`config.mk`:
```
export PLATFORM = sky130hd
export DESIGN_NAME = txring_dma
export DESIGN_NICKNAME = d
export VERILOG_FILES = /design/src/rtl/txr_pkg.sv /design/src/rtl/txr_clip.sv /design/src/rtl/txr_lane.sv /design/src/rtl/txring_dma.sv
export SDC_FILE = /design/constraint.sdc
export NUM_CORES = 1
export LEC_CHECK = 0
export BUFFER_PORTS_ARGS = -buffer_cell sky130_fd_sc_hd__buf_2
export CAP_MARGIN = 30
export CELL_PAD_IN_SITES_DETAIL_PLACEMENT = 0
export CELL_PAD_IN_SITES_GLOBAL_PLACEMENT = 1
export CORE_UTILIZATION = 46
export DETAILED_ROUTE_END_ITERATION = 16
export MAX_ROUTING_LAYER = met4
export PLACE_DENSITY_LB_ADDON = 0.15
export SLEW_MARGIN = 0
export SYNTH_ARGS = -nofsm -noshare
export SYNTH_HDL_FRONTEND = slang
export SYNTH_SLANG_ARGS = --single-unit
export TNS_END_PERCENT = 1
```
`constraint.sdc`:
```
create_clock -name clk -period 7.11 [get_ports clk]
set_input_delay 0.711 -clock clk [delete_from_list [all_inputs] [get_ports clk]]
set_output_delay 0.711 -clock clk [all_outputs]
set_load 0.01 [all_outputs]
```
`src/rtl/txr_pkg.sv`:
```
package txr_pkg;

    // Descriptor word 0 layout: length in [15:0], flags in [31:16]
    localparam int LEN_W     = 16;
    localparam int READY_BIT = 31;
    localparam int WRAP_BIT  = 29;
    localparam int LAST_BIT  = 27;

    typedef enum logic [2:0] {
        ST_IDLE,
        ST_REQ0,
        ST_HEAD,
        ST_PTR,
        ST_BRD,
        ST_BOUT,
        ST_WB
    } st_e;

endpackage

```
`src/rtl/txr_clip.sv`:
```
// Limits a descriptor's length to the room left in the current frame.
module txr_clip #(
    parameter int LEN_W     = 16,
    parameter int MAX_FRAME = 2047,
    parameter int FW        = $clog2(MAX_FRAME + 1)
) (
    input  logic [FW-1:0]    flen,
    input  logic [LEN_W-1:0] len,
    output logic [LEN_W-1:0] take,
    output logic             over
);
    localparam int CW = ((LEN_W > FW) ? LEN_W : FW) + 1;

    logic [CW-1:0] room;
    logic [CW-1:0] need;

    always_comb begin
        room = CW'(MAX_FRAME) - CW'(flen);
        need = CW'(len);
        over = need > room;
        take = over ? LEN_W'(room) : len;
    end
endmodule

```
`src/rtl/txr_lane.sv`:
```
// Picks one byte out of a little-endian 32-bit word.
module txr_lane (
    input  logic [31:0] word_i,
    input  logic [1:0]  sel_i,
    output logic [7:0]  byte_o
);
    assign byte_o = word_i[{sel_i, 3'b000} +: 8];
endmodule

```
`src/rtl/txring_dma.sv`:
```
module txring_dma
    import txr_pkg::*;
#(
    parameter int ADDR_W    = 32,
    parameter int MAX_FRAME = 2047
) (
    input  logic              clk,
    input  logic              rst_n,
    input  logic              enable,
    input  logic              kick,
    output logic              busy,
    input  logic              base_we,
    input  logic [ADDR_W-1:0] base_wdata,
    output logic              mem_req,
    output logic              mem_we,
    output logic [ADDR_W-1:0] mem_addr,
    output logic [31:0]       mem_wdata,
    input  logic [31:0]       mem_rdata,
    output logic              tx_valid,
    output logic [7:0]        tx_data,
    output logic              tx_last,
    output logic              irq_buf,
    output logic              irq_frame,
    output logic              irq_babble
);
    localparam int FW = $clog2(MAX_FRAME + 1);
    localparam logic [ADDR_W-1:0] DESC_BYTES = ADDR_W'(8);
    localparam logic [ADDR_W-1:0] WORD_BYTES = ADDR_W'(4);

    typedef struct packed {
        st_e              st;
        logic [ADDR_W-1:0] ptr;
        logic [ADDR_W-1:0] base;
        logic [31:0]       head;
        logic [ADDR_W-1:0] bufp;
        logic [LEN_W-1:0]  take;
        logic [LEN_W-1:0]  cnt;
        logic [FW-1:0]     flen;
        logic              bab;
    } regs_t;

    regs_t q, d;

    logic [LEN_W-1:0]  clip_take;
    logic              clip_over;
    logic [ADDR_W-1:0] byte_addr;
    logic [7:0]        lane_byte;
    logic              final_beat;

    txr_clip #(
        .LEN_W    (LEN_W),
        .MAX_FRAME(MAX_FRAME),
        .FW       (FW)
    ) u_clip (
        .flen(q.flen),
        .len (mem_rdata[LEN_W-1:0]),
        .take(clip_take),
        .over(clip_over)
    );

    assign byte_addr  = q.bufp + ADDR_W'(q.cnt);
    assign final_beat = (q.cnt == q.take - LEN_W'(1));

    txr_lane u_lane (
        .word_i(mem_rdata),
        .sel_i (byte_addr[1:0]),
        .byte_o(lane_byte)
    );

    always_comb begin
        d          = q;
        mem_req    = 1'b0;
        mem_we     = 1'b0;
        mem_addr   = '0;
        mem_wdata  = '0;
        tx_valid   = 1'b0;
        tx_data    = '0;
        tx_last    = 1'b0;
        irq_buf    = 1'b0;
        irq_frame  = 1'b0;
        irq_babble = 1'b0;

        case (q.st)
            ST_IDLE: begin
                if (kick && enable) begin
                    d.st   = ST_REQ0;
                    d.flen = '0;
                end
            end
            ST_REQ0: begin
                mem_req  = 1'b1;
                mem_addr = q.ptr;
                d.st     = ST_HEAD;
            end
            ST_HEAD: begin
                if (!mem_rdata[READY_BIT]) begin
                    d.st = ST_IDLE;         // pointer left in place
                end else begin
                    d.head   = mem_rdata;
                    d.take   = clip_take;
                    d.bab    = clip_over;
                    mem_req  = 1'b1;
                    mem_addr = q.ptr + WORD_BYTES;
                    d.st     = ST_PTR;
                end
            end
            ST_PTR: begin
                d.bufp = mem_rdata[ADDR_W-1:0];
                d.cnt  = '0;
                d.st   = (q.take == '0) ? ST_WB : ST_BRD;
            end
            ST_BRD: begin
                mem_req  = 1'b1;
                mem_addr = {byte_addr[ADDR_W-1:2], 2'b00};
                d.st     = ST_BOUT;
            end
            ST_BOUT: begin
                tx_valid = 1'b1;
                tx_data  = lane_byte;
                tx_last  = q.head[LAST_BIT] && final_beat;
                d.cnt    = q.cnt + LEN_W'(1);
                d.flen   = q.flen + FW'(1);
                d.st     = final_beat ? ST_WB : ST_BRD;
            end
            ST_WB: begin
                mem_req    = 1'b1;
                mem_we     = 1'b1;
                mem_addr   = q.ptr;
                mem_wdata  = q.head & ~(32'h1 << READY_BIT);
                irq_buf    = 1'b1;
                irq_frame  = q.head[LAST_BIT];
                irq_babble = q.bab;
                if (q.head[LAST_BIT]) begin
                    d.flen = '0;
                end
                d.ptr = q.head[WRAP_BIT] ? q.base : q.ptr + DESC_BYTES;
                d.st  = ST_REQ0;
            end
            default: d.st = ST_IDLE;
        endcase

        if (base_we) begin
            d.base = {base_wdata[ADDR_W-1:2], 2'b00};
            d.ptr  = {base_wdata[ADDR_W-1:2], 2'b00};
        end
        if (!enable) begin
            d.st  = ST_IDLE;
            d.ptr = d.base;
        end
    end

    always_ff @(posedge clk) begin
        if (!rst_n) begin
            q <= '0;
        end else begin
            q <= d;
        end
    end

    assign busy = (q.st != ST_IDLE);

endmodule

```
=== Word-level counts from Yosys, hierarchy flattened ===
Cells that the tools add are included.

* Register bits after elaboration: 174
* Bits in latches: 0
* Memory bits (writable): 0
* Bits in read-only memories: 0
* Bits of input ports: 69
* Output and inout bits: 80
* Word-level logic and storage cells: 65
* Memories kept: 0

* $add $sub $neg: 7
* Multiply operators: 0
* Divide/modulo/power cells: 0
* Order comparisons: 1
* Eq/ne operators: 10
* Shifts and indexed selects: 1
* Muxes and demuxes: 25
* Bitwise logic cells: 0
* Reductions and logical operators: 12

{| class="wikitable"
|+ Operators by type and width
! operator !! number
|-
| $mux 32 || 4
|-
| $pmux 32 s3 || 1
|-
| $mux 64 || 1
|-
| $pmux 11 s3 || 1
|-
| $add 32x16->32 || 1
|-
| $add 32x3->32 const B || 1
|-
| $add 32x4->32 const B || 1
|-
| $pmux 16 s2 || 1
|-
| $shiftx 32x6->8 || 1
|-
| $mux 31 || 1
|-
| $mux 11 || 2
|-
| $pmux 3 s7 || 1
|-
| $gt 16x17->1 || 1
|-
| $add 16x1->16 const B || 1
|-
| $eq 16x16->1 || 1
|-
| $logic_not 16->1 || 1
|-
| $mux 16 || 1
|-
| $sub 16x1->16 const B || 1
|-
| $sub 11x11->12 const A || 1
|-
| $add 11x1->11 const B || 1
|-
| $eq 3x3->1 const B || 3
|-
| $mux 8 || 1
|-
| $eq 3x2->1 const B || 2
|-
| $mux 1 || 6
|-
| other kinds (14) || 20
|}

=== Longest topological paths before layout ===
* Word-level depth: 5
* Depth in mapped cells: 11
* Mapped depth without buffers: 9

=== Hierarchy ===
Synthesis repeated with hierarchy kept, for this count alone.

* Cell total of the unflattened synthesis: 1,495
* Area total of the unflattened synthesis: 11,030.6 sq um

{| class="wikitable"
|+ By module, submodules not included
! module !! times used !! cells each !! area each (sq um) !! seq. area each (sq um)
|-
| txring_dma || 1 || 1,424 || 10,347.4 || 3,483.3
|-
| txr_clip || 1 || 61 || 486.7 || 0.0
|-
| txr_lane || 1 || 10 || 196.4 || 0.0
|}

=== Worst setup path after synthesis ===
No wires, ideal clock.

* Kind: reg2out
* Start point: reg q[12] (netlist name)
* End point: out mem_addr[24]
* Data arrival time: 2.607 ns
* Data required time: 6.399 ns
* Setup slack: 3.792 ns
* Stages on the path, launching flop included: 10
* Path buffers: 0
* Cell sequence: dfxtp_1 > ha_1 > fa_1 > a211oi_1 > o21ai_0 > nand2_1 > o311ai_1 > nand2_1 > o211a_1 > or3_1

* Longest elaborated chain between the ends: 2

{| class="wikitable"
|+ Ends and longest elaborated chain
! element !! line !! text
|-
| from (decl) || txring_dma.sv:42 || <nowiki>regs_t q, d;</nowiki>
|-
| from (signal assigned) || txring_dma.sv:154 || <nowiki>q <= '0;</nowiki>
|-
| from (signal assigned) || txring_dma.sv:156 || <nowiki>q <= d;</nowiki>
|-
| $add 32x16->32 || txring_dma.sv:61 || <nowiki>assign byte_addr = q.bufp + ADDR_W'(q.cnt);</nowiki>
|-
| $pmux 32 s3 || txring_dma.sv:83 || <nowiki>case (q.st)</nowiki>
|-
| to (decl) || txring_dma.sv:16 || <nowiki>output logic [ADDR_W-1:0] mem_addr,</nowiki>
|}

No other way between the ends.

=== Worst setup path after layout ===
* Start point: reg q[143] (netlist name)
* End point: out mem_addr[31]

* Longest elaborated chain between the ends: 3

{| class="wikitable"
|+ Ends and longest elaborated chain
! element !! line !! text
|-
| $add 32x3->32 || txring_dma.sv:103 || <nowiki>mem_addr = q.ptr + WORD_BYTES;</nowiki>
|-
| $mux 32 || txring_dma.sv:96 || <nowiki>if (!mem_rdata[READY_BIT]) begin</nowiki>
|-
| $pmux 32 s3 || txring_dma.sv:83 ||
|}

No other way between the ends.

==> summary.md <==
| Metric | Value |
|---|---|
| Max Cap Violations | 0 |
| Power per cell area | 184 nW/um^2 |
| Comb pwr share | 0.086 |
| Clk sinks | roughly 170 |
| Worst Setup SP | q[143] |
| Max FFs per register | around 170 |
| RSZ-0062 raised after global routing | false |
| Int Power | 1640 uW |
| Critical Path RT | 6.40 ns |
| Clock share of power | 0.453 |
| WL final | 34.4 mm |
| Synth top area share | 0.325 |
| Crit end category | primary output |
| First-pass GRT wire length | 55.7 mm |
| Clock root buffer | clkbuf_16 |
| Post-synth EDFFs | 0 |
| Rel. slew slack | 0.350 |
| Hold_buf cts | 0 |
| Fin Hold WS | roughly 0.45 ns |
| Leading cell type by number of instances after synthesis | nand2_1 |
| Crit path max fanout | 10 |
| WL/cell | 18.7 um |
| Status | complete, no violations |
| Crit path kind | reg2out |
| RR Startpoint | q[28] |
| Vias per cell | 5.92 |
| Via Count | approximately 11000 |
| CTS tree | yes |
| Library cells used by synthesis | between 60 and 70 |
| Row cnt | 55 |
| Ys Warns | 0 |
| Leak Pwr | slightly below 0.005 uW |
| Cell taking the most area after synthesis | dfxtp_1 |
| Asr flop ratio synth | 0 |
| Vias in the first global route | between 10000 and 15000 |
| Grt ovf | 0 |
| Port Buffers | approximately 150 |
| Die area | about 24000 um^2 |
| I/O Pins | 149 |
| Final Skew | about 0.014 ns |
| CTS H-tree depth | 4 |
| Drt pass-1 iters | 5 |
| Sequential share of power | 0.461 |
| Regs by FF count | q x174 |
| Post-Route Setup TNS | 0 ns |
| Placer Congestion | 0.890 |
| Worst hold path class | reg2reg |
| Post-CTS Setup Bufs | 0 |
| Area Overhead vs Synth | 13.6% |
| Most frequent cells after synthesis | nand2_1, dfxtp_1, a21oi_1, o21ai_0, nor2_1 |
| Fin. max-slew vios | 0 |
| Critical Path AT | 3.92 ns |
| Final Setup Violations | 0 |
| Hold path startpoint | q[97] |
| Period utilization | 0.652 |
| Nets | ~1600 |
| Yosys reg bits | 174 |
| F_max | roughly 0.22 GHz |
| Clk_lat worst skew | 0.44 ns |
| FF/Latch Area | approximately 3500 um^2 |
| Slew of the pin with the lowest slew margin | just under 1 ns |
| CTS Buf Count | 17 |
| Antenna violations before repair | 1 |
| Post-DP HPWL | 24.5 mm |
| Iter 0 DRT Violations | slightly below 800 |
| DRT antenna net count | 0 |
| Post-Synthesis Cells | 1449 |
| Overall routing resource usage | 0.303 |
| Minimum clock period | around 4.6 ns |
| Post-synthesis cell area | roughly 11000 um^2 |
| Synth Net Count | approximately 1600 |
| Biggest register | q |
| DRC viols | 0 |
| Core area | about 23000 um^2 |
| Area contributors post-synth | dfxtp_1, nand2_1, a21oi_1, o21ai_0, ha_1 |
| Ys flop type | dfxtp_1 |
| Post-cts sizing count | 0 |
| Synthesized area per cell | 7.40 um^2 |
| P_sw | 598 uW |
| Sw Share | 0.267 |
| Max clock buf depth | 2 |
| Largest net degree at the start of global routing | 85 |
| Die height | roughly 150 um |
| Number of fill cells | approximately 2300 |
| Final hold violations | 0 |
| Sequential area share after synthesis | 0.325 |
| Clock Pin Slew Worst Setup and Hold Paths | approximately 0.07 ns |
| Area of the multi-input gates | ~6700 um^2 |
| Chip Width | roughly 150 um |
| Fraction of layout cells with a size suffix above 1 | 0.145 |
| Highest ir drop seen on vdd | roughly 0.14 mV |
| Initial Util | 0.471 |
| CP Launch Type | flip-flop |
==> final timing paths <==
path | endpoint | slack (ns) | depth (start not counted)
worst max-delay path | mem_addr[31] | 2.48 | 9
worst min-delay path | q[97] | 0.45 | 2
worst max register to register | q[173] | 4.00 | 9
worst min register to register | q[97] | 0.45 | 2
==> area by class of cell <==
| cell class | instances | area share |
|---|---|---|
| diodes | 1 | 0.000206 |
| well taps | 313 | 0.0322 |
| flip-flops and latches | 174 | 0.286 |
| multi-input cells | 1137 | 0.551 |
| clock inverters | 12 | 0.0148 |
| repair buffers | 162 | 0.0709 |
| clock buffers | 18 | 0.0361 |
| inverters | 28 | 0.00873 |
==> worst max-delay path: stages, from the launching register on <==
cell and delay (ns):
dfxtp_1 0.47, ha_1 0.30, and3_1 0.38, nand4_2 0.35, nor4_1 0.75, a21o_1 0.21, nand2_1 0.05, a221oi_1 0.41
o311ai_0 0.33, buf_2 0.23
==> stage by stage <==
stage / total power [uW] / util / std cells / worst slack [ns] / area (um^2)
after floorplan: 1170 / - / 1449 / 3.79 / 10700
after global placement: 1240 / 0.506 / 1812 / 3.20 / 11500
after detailed placement: 1250 / 0.507 / 1814 / 3.09 / 11600
after CTS: 2250 / 0.534 / 1844 / 2.55 / 12200
after global routing: 2320 / 0.535 / 1845 / 2.34 / 12200
final: 2240 / 0.535 / 1845 / 2.48 / 12200
==> power by group through the flow <==
stage | combinational (uW) | clock (uW) | sequential [uW]
CTS | 192 | 1030 | 1030
floorplan | 131 | 0 | 1030
global route | 214 | 1070 | 1040
detailed placement | 191 | 0 | 1050
global placement | 188 | 0 | 1050
finish | 193 | 1020 | 1030
==> layer usage <==
| layer | global-route usage | share of wire |
|---|---|---|
| met1 | 0.430 | 0.48 |
| met2 | 0.453 | 0.43 |
| met3 | 0.0437 | 0.072 |
| met4 | 0.0707 | 0.014 |
| met5 | - | 0 |
==> cells in the final DEF, fill, tap and decap left out, types with 8 or more instances in the layout <==
cell type,count
inv_1,27
nand4_1,20
or3_1,15
a31oi_1,13
buf_4,15
xor2_1,28
nor4_1,14
clkbuf_16,17
xnor2_1,42
nor2_1,96
ha_1,32
nand2_1,254
nor2b_1,10
mux2i_1,25
buf_2,145
mux4_2,8
or2_2,9
o21ai_0,113
and2_1,13
a21oi_1,171
o221ai_1,22
and3_1,51
nor3_1,21
dfxtp_1,174
o21a_1,8
o211ai_1,12
nand3_1,48
nand2b_1,8
==> kinds of logic (layout without fill, tap and decap cells) <==
kind of cell | count (synthesis) | count (layout) | share of synthesized area
other | 1 | 2 | 0.000350
buffers and inverters | 138 | 220 | 0.0502
XOR/XNOR | 70 | 70 | 0.0572
AO/OA/AOI/OAI | 410 | 410 | 0.227
multiplexers | 36 | 36 | 0.0433
adder cells (fa/ha/maj) | 33 | 33 | 0.0392
AND/OR/NAND/NOR | 587 | 587 | 0.257
flip-flops | 174 | 174 | 0.325
Note: power is estimated with default switching activity, not from simulation.
